===== src/rtl/ser_regif_pkg.sv =====
package ser_regif_pkg;

  localparam int IDX_W = 4;

  localparam logic [IDX_W-1:0] IDX_RXC = 4'd3;
  localparam logic [IDX_W-1:0] IDX_FMT = 4'd4;
  localparam logic [IDX_W-1:0] IDX_TXC = 4'd5;
  localparam logic [IDX_W-1:0] IDX_RST = 4'd9;

  typedef enum logic [1:0] {
    RC_NONE = 2'b00,
    RC_CH_B = 2'b01,
    RC_CH_A = 2'b10,
    RC_BOTH = 2'b11
  } rst_code_e;

  // Nonmonotonic character length code to a bit count
  function automatic logic [3:0] len_decode(input logic [1:0] code);
    case (code)
      2'b00:   return 4'd5;
      2'b01:   return 4'd7;
      2'b10:   return 4'd6;
      default: return 4'd8;
    endcase
  endfunction

  function automatic logic [7:0] status_pack(input logic rxa, input logic txe,
                                             input logic dcd, input logic cts,
                                             input logic brk);
    return {brk, 1'b0, cts, 1'b0, dcd, txe, 1'b0, rxa};
  endfunction

  function automatic logic reset_hits(input logic [1:0] code, input logic is_b);
    rst_code_e c;
    c = rst_code_e'(code);
    return (c == RC_BOTH) || (is_b ? (c == RC_CH_B) : (c == RC_CH_A));
  endfunction

endpackage


===== src/rtl/ser_ptr_ctl.sv =====
module ser_ptr_ctl
  import ser_regif_pkg::*;
#(
  parameter int GAP_CYC = 2
) (
  input  logic             clk,
  input  logic             rst_n,
  input  logic             ctl_wr,
  input  logic             ctl_rd,
  input  logic [IDX_W-1:0] wr_idx,
  output logic             acc_ok,
  output logic             idx_load,
  output logic             reg_wr,
  output logic             reg_rd,
  output logic [IDX_W-1:0] ptr_q
);

  logic gap_idle;
  logic ptr_zero;

  assign ptr_zero = (ptr_q == '0);
  assign acc_ok   = (ctl_wr || ctl_rd) && gap_idle;
  assign idx_load = acc_ok && ctl_wr && ptr_zero;
  assign reg_wr   = acc_ok && ctl_wr && !ptr_zero;
  assign reg_rd   = acc_ok && !ctl_wr && ctl_rd;

  always_ff @(posedge clk) begin
    if (!rst_n)              ptr_q <= '0;
    else if (idx_load)       ptr_q <= wr_idx;
    else if (reg_wr || reg_rd) ptr_q <= '0;
  end

  generate
    if (GAP_CYC > 0) begin : g_gap
      localparam int CW = $clog2(GAP_CYC + 1);
      localparam logic [CW-1:0] GAP_LD = CW'(GAP_CYC);
      logic [CW-1:0] gap_cnt;
      always_ff @(posedge clk) begin
        if (!rst_n)              gap_cnt <= '0;
        else if (acc_ok)         gap_cnt <= GAP_LD;
        else if (gap_cnt != '0)  gap_cnt <= gap_cnt - 1'b1;
      end
      assign gap_idle = (gap_cnt == '0);
    end else begin : g_nogap
      assign gap_idle = 1'b1;
    end
  endgenerate

endmodule


===== src/rtl/ser_fmt_regs.sv =====
module ser_fmt_regs
  import ser_regif_pkg::*;
#(
  parameter bit CHAN_IS_B = 1'b0
) (
  input  logic             clk,
  input  logic             rst_n,
  input  logic             reg_wr,
  input  logic [IDX_W-1:0] ptr_q,
  input  logic [7:0]       wdata,
  output logic             fmt_clr,
  output logic             rx_en,
  output logic [3:0]       rx_bits,
  output logic             tx_en,
  output logic [3:0]       tx_bits,
  output logic             rts_out,
  output logic             dtr_out,
  output logic             brk_out,
  output logic [1:0]       par_mode,
  output logic [1:0]       stop_mode,
  output logic             x16_clk
);

  logic [1:0] rx_len_q, tx_len_q;
  logic       wr_rxc, wr_fmt, wr_txc;

  assign wr_rxc  = reg_wr && (ptr_q == IDX_RXC);
  assign wr_fmt  = reg_wr && (ptr_q == IDX_FMT);
  assign wr_txc  = reg_wr && (ptr_q == IDX_TXC);
  assign fmt_clr = reg_wr && (ptr_q == IDX_RST) && reset_hits(wdata[7:6], CHAN_IS_B);

  always_ff @(posedge clk) begin
    if (!rst_n || fmt_clr) begin
      rx_en    <= 1'b0;
      rx_len_q <= 2'b00;
    end else if (wr_rxc) begin
      rx_en    <= wdata[0];
      rx_len_q <= wdata[7:6];
    end
  end

  always_ff @(posedge clk) begin
    if (!rst_n || fmt_clr) begin
      par_mode  <= 2'b00;
      stop_mode <= 2'b00;
      x16_clk   <= 1'b0;
    end else if (wr_fmt) begin
      par_mode  <= wdata[1:0];
      stop_mode <= wdata[3:2];
      x16_clk   <= wdata[6];
    end
  end

  always_ff @(posedge clk) begin
    if (!rst_n || fmt_clr) begin
      rts_out  <= 1'b0;
      tx_en    <= 1'b0;
      brk_out  <= 1'b0;
      dtr_out  <= 1'b0;
      tx_len_q <= 2'b00;
    end else if (wr_txc) begin
      rts_out  <= wdata[1];
      tx_en    <= wdata[3];
      brk_out  <= wdata[4];
      dtr_out  <= wdata[7];
      tx_len_q <= wdata[6:5];
    end
  end

  assign rx_bits = len_decode(rx_len_q);
  assign tx_bits = len_decode(tx_len_q);

endmodule


===== src/rtl/ser_status.sv =====
module ser_status
  import ser_regif_pkg::*;
(
  input  logic             clk,
  input  logic             rst_n,
  input  logic             reg_rd,
  input  logic [IDX_W-1:0] ptr_q,
  input  logic             rx_avail,
  input  logic             tx_empty,
  input  logic             dcd_in,
  input  logic             cts_in,
  input  logic             brk_det,
  output logic [7:0]       ctl_rdata
);

  logic [7:0] rd_sel;

  always_comb begin
    if (ptr_q == '0) rd_sel = status_pack(rx_avail, tx_empty, dcd_in, cts_in, brk_det);
    else             rd_sel = 8'h00;
  end

  always_ff @(posedge clk) begin
    if (!rst_n)      ctl_rdata <= 8'h00;
    else if (reg_rd) ctl_rdata <= rd_sel;
  end

endmodule


===== src/rtl/ser_regif.sv =====
module ser_regif
  import ser_regif_pkg::*;
#(
  parameter int GAP_CYC   = 2,
  parameter bit CHAN_IS_B = 1'b0
) (
  input  logic       clk,
  input  logic       rst_n,
  input  logic       ctl_wr,
  input  logic       ctl_rd,
  input  logic [7:0] ctl_wdata,
  output logic [7:0] ctl_rdata,
  input  logic       rx_avail,
  input  logic       tx_empty,
  input  logic       dcd_in,
  input  logic       cts_in,
  input  logic       brk_det,
  output logic       rx_en,
  output logic [3:0] rx_bits,
  output logic       tx_en,
  output logic [3:0] tx_bits,
  output logic       rts_out,
  output logic       dtr_out,
  output logic       brk_out,
  output logic [1:0] par_mode,
  output logic [1:0] stop_mode,
  output logic       x16_clk
);

  logic             acc_ok;
  logic             idx_load;
  logic             reg_wr;
  logic             reg_rd;
  logic             fmt_clr;
  logic [IDX_W-1:0] ptr_q;

  ser_ptr_ctl #(.GAP_CYC(GAP_CYC)) u_ptr (
    .clk(clk), .rst_n(rst_n), .ctl_wr(ctl_wr), .ctl_rd(ctl_rd),
    .wr_idx(ctl_wdata[IDX_W-1:0]), .acc_ok(acc_ok), .idx_load(idx_load),
    .reg_wr(reg_wr), .reg_rd(reg_rd), .ptr_q(ptr_q)
  );

  ser_fmt_regs #(.CHAN_IS_B(CHAN_IS_B)) u_fmt (
    .clk(clk), .rst_n(rst_n), .reg_wr(reg_wr), .ptr_q(ptr_q),
    .wdata(ctl_wdata), .fmt_clr(fmt_clr), .rx_en(rx_en), .rx_bits(rx_bits),
    .tx_en(tx_en), .tx_bits(tx_bits), .rts_out(rts_out), .dtr_out(dtr_out),
    .brk_out(brk_out), .par_mode(par_mode), .stop_mode(stop_mode),
    .x16_clk(x16_clk)
  );

  ser_status u_stat (
    .clk(clk), .rst_n(rst_n), .reg_rd(reg_rd), .ptr_q(ptr_q),
    .rx_avail(rx_avail), .tx_empty(tx_empty), .dcd_in(dcd_in),
    .cts_in(cts_in), .brk_det(brk_det), .ctl_rdata(ctl_rdata)
  );

endmodule


===== config.mk =====
export PLATFORM = sky130hd
export DESIGN_NAME = ser_regif
export DESIGN_NICKNAME = d
export VERILOG_FILES = /design/src/rtl/ser_regif_pkg.sv /design/src/rtl/ser_ptr_ctl.sv /design/src/rtl/ser_fmt_regs.sv /design/src/rtl/ser_status.sv /design/src/rtl/ser_regif.sv
export SDC_FILE = /design/constraint.sdc
export NUM_CORES = 1
export LEC_CHECK = 0
export BUFFER_PORTS_ARGS = -buffer_cell sky130_fd_sc_hd__buf_4
export CORE_MARGIN = 1
export CORE_UTILIZATION = 47
export DETAILED_ROUTE_END_ITERATION = 16
export PLACE_DENSITY = 0.78
export SYNTH_ARGS = -nofsm -noshare
export SYNTH_HDL_FRONTEND = slang
export SYNTH_SLANG_ARGS = --single-unit

===== constraint.sdc =====
create_clock -name clk -period 2.9 [get_ports clk]
set_input_delay 0.58 -clock clk [delete_from_list [all_inputs] [get_ports clk]]
set_output_delay 0.58 -clock clk [all_outputs]
set_load 0.01 [all_outputs]

==> results.yml <==
timing:
  post-route-min-period_ns: 1.948
  slew_headroom_pct: 44.07
  tns_ns: 0
  rsz0062_at_grt: "no"
  fmaxAchievable_ghz: 0.5132
  hold_viol: 0
  setup_viol: 0
  fin_crit_sh_pct: 67.19
  slew_violations: 0
  skew_ns: 0.003319
  whs_ns: 0.4740
  tightest_slew_ns: 0.8313
clock_network:
  cts.sinks: 25
  ctsLongestPathBuffers: 2
  cts_tree: "built"
  cts.root.buffer_cell: "clkbuf_4"
  cts_buffers: 3
  clk_pin_slew_worst_paths_ns: 0.12
  post_cts_buffers: 0
  cts_htree_levels: 1
  hold_buffers: 0
  clock_latency_ns: 0.31
  ctsResizeCount: 0
setup_path:
  crit_type: "reg -> out"
  path_max_fanout: 4
  slowest_stage: "dfxtp_1"
  worst_ep_arrival_time_ns: 1.37
  worstPathCellList: "inv_1 > ha_1 > or2_2 > buf_4"
  critPathLaunch: "u_fmt.tx_len_q[0]"
  crit_family: "flip-flops"
  required_ns: 2.32
  r2r_start: "u_ptr.g_gap.gap_cnt[1]"
  path_buf_inv: 2
  start_kind: "flip-flop"
  endpoint_kind: "output pin"
  reg2reg_slack_ns: 1.11
  max_stage_delay_ns: 0.39
route:
  via_per_inst: 5.495
  dr_total_vias: 1033
  post_drt_wl_per_cell_um: 13.46
  drtPass1Iterations: 4
  drt_iter0_drc: 25
  route.detailed.drc: 0
  wl_um: 2531
  antenna_left: 0
power:
  swShare_pct: 25.91
  p_leak_nw: 0.6066
  combPwrFrac_pct: 15.2
  clkPwrFrac_pct: 24.2
  power.total_mw: 0.6124
  switching_power_mw: 0.1586
  ir_worst_vdd_uv: 309.8
  p_int_mw: 0.4538
  power_density_nw_per_um2: 415.1
  p_seq_share_pct: 60.6
floorplan:
  initial_core_util_pct: 51.62
  fp.dieArea_sq_um: 2703
  row_count: 17
  die_w_um: 52.00
  core-area_sq_um: 2276
  die_y_um: 52.00
  ios: 43
grt:
  grt_max_degree: 15
  grt_pass1_vias: 928
  grt_pass1_wl_um: 4181
  grt-ovfl-total: 0
  antenna_found_initial: 0
  grt_usage_pct: 20.65
placed_design:
  place_congestion: 0.7299
  port-buffer-count: 39
  dp.cells: 184
  place_hpwl_um: 1939
run:
  cap_violations: 0
cells_and_area:
  insertedDiodeCount: 0
  layout-drive-gt1-share_pct: 31.25
  syn_to_final_growth_pct: 25.56
  layout.nets: 184
  fin_cells: 188
synth:
  synth_flop_cell: "dfxtp_1"
  synth_area_leaders: "dfxtp_1 (43%), a22o_1 (6.7%), ha_1 (6.4%)"
  yosysSeqAreaShare_pct: 42.60
  synth_seq_cells: 25
  synth.avg_cell_area_sq_um: 9.475
  synth_area_sq_um: 1175
  async_reset_ff_share_pct: 0
  yosysMostFrequentCell: "dfxtp_1"
  yosysTopAreaCellShare_pct: 42.60
  yosysTopAreaCell: "dfxtp_1"
  synth_warnings: 0
  synth_edf_count: 0
  synth_commonest_cells: "dfxtp_1 (25), nand3_1 (15), a21oi_1 (14), o21ai_0 (14), a22o_1 (9)"
  synth_cells: 124
  synth_cell_type_count: 31
run_status:
  status: "completed"
worst_hold_path:
  min-delay-start: "tx_empty"
  hold_path_class: "in -> reg"
## layout by cell type, fill, tap and decap left out, types with 3 or more instances in the layout
master / synthesis / layout
clkbuf_4: 0 / 3
and3b_1: 3 / 3
dfxtp_1: 25 / 25
conb_1: 1 / 3
ha_1: 6 / 6
a22o_1: 9 / 9
nor2_1: 3 / 3
o21ai_0: 14 / 14
inv_1: 7 / 7
a21oi_1: 14 / 14
buf_4: 3 / 39
nand3_1: 15 / 15
## through the flow
stage          util [%]  setup slack (ns)  instance area [sq um]
6_report          64.82            0.9516                   1475
5_1_grt           64.82            0.8617                   1475
4_1_cts           64.82            0.9401                   1475
3_5_place_dp      63.66             1.108                   1449
3_3_place_gp      63.66             1.151                   1449
2_1_floorplan         -             1.320                   1182
## routing by layer
metal,global-route usage [%],routed length [um]
met1,26.34,1071
met3,3.801,164
met2,33.97,1263
met4,8.108,31
met5,0,0
## area by class of cell
| class | instances | area (sq um) |
|---|---|---|
| Tap cell | 28 | 35.03 |
| Clock buffer | 4 | 26.28 |
| Inverter | 7 | 26.28 |
| Multi-Input combinational cell | 85 | 594.3 |
| Sequential cell | 25 | 500.5 |
| Fill cell | 200 | 800.8 |
| Timing Repair Buffer | 39 | 292.8 |
## kinds of logic (layout without fill, tap and decap cells)
kind of cell    after synthesis  count (layout)  synth area share (%)
other cells                   1               3                0.3192
fa+ha+maj                     6               6                 6.390
simple gates                 36              36                 21.41
flops                        25              25                 42.60
buf+inv                      16              50                 7.454
compound gates               40              40                 21.83
## registers in the layout (all words and copies together) (netlist names)
register	cells
u_ptr.g_gap.gap_cnt	2
u_fmt.rx_en	1
u_fmt.rts_out	1
u_fmt.rx_len_q	2
u_fmt.stop_mode	2
u_fmt.tx_len_q	2
u_fmt.x16_clk	1
u_fmt.brk_out	1
u_stat.ctl_rdata	5
u_fmt.par_mode	2
u_fmt.tx_en	1
u_ptr.ptr_q	4
u_fmt.dtr_out	1
## final timing paths
check	to	cells past startpoint
worst max-delay path	tx_bits[0]	4
worst min register to register	u_fmt.tx_en	2
worst max register to register	u_fmt.par_mode[0]	3
worst min-delay path	u_stat.ctl_rdata[2]	2
## power by group through the flow
stage               combinational, mW  clock, mW  sequential [mW]
finish                         0.0932      0.148            0.371
detailed placement             0.0925          0            0.378
floorplan                      0.0638          0            0.374
global route                    0.102      0.171            0.374
CTS                            0.0928      0.151            0.371
global placement               0.0906          0            0.378
## worst reg2reg max path: cells and delay by family (launching register included)
family	cells	cell delay [ns]
DFF	1	0.42
AOI/OAI and AO/OA	2	0.65
and+or+nand+nor	1	0.59
Note: power is estimated with default switching activity, not from simulation.
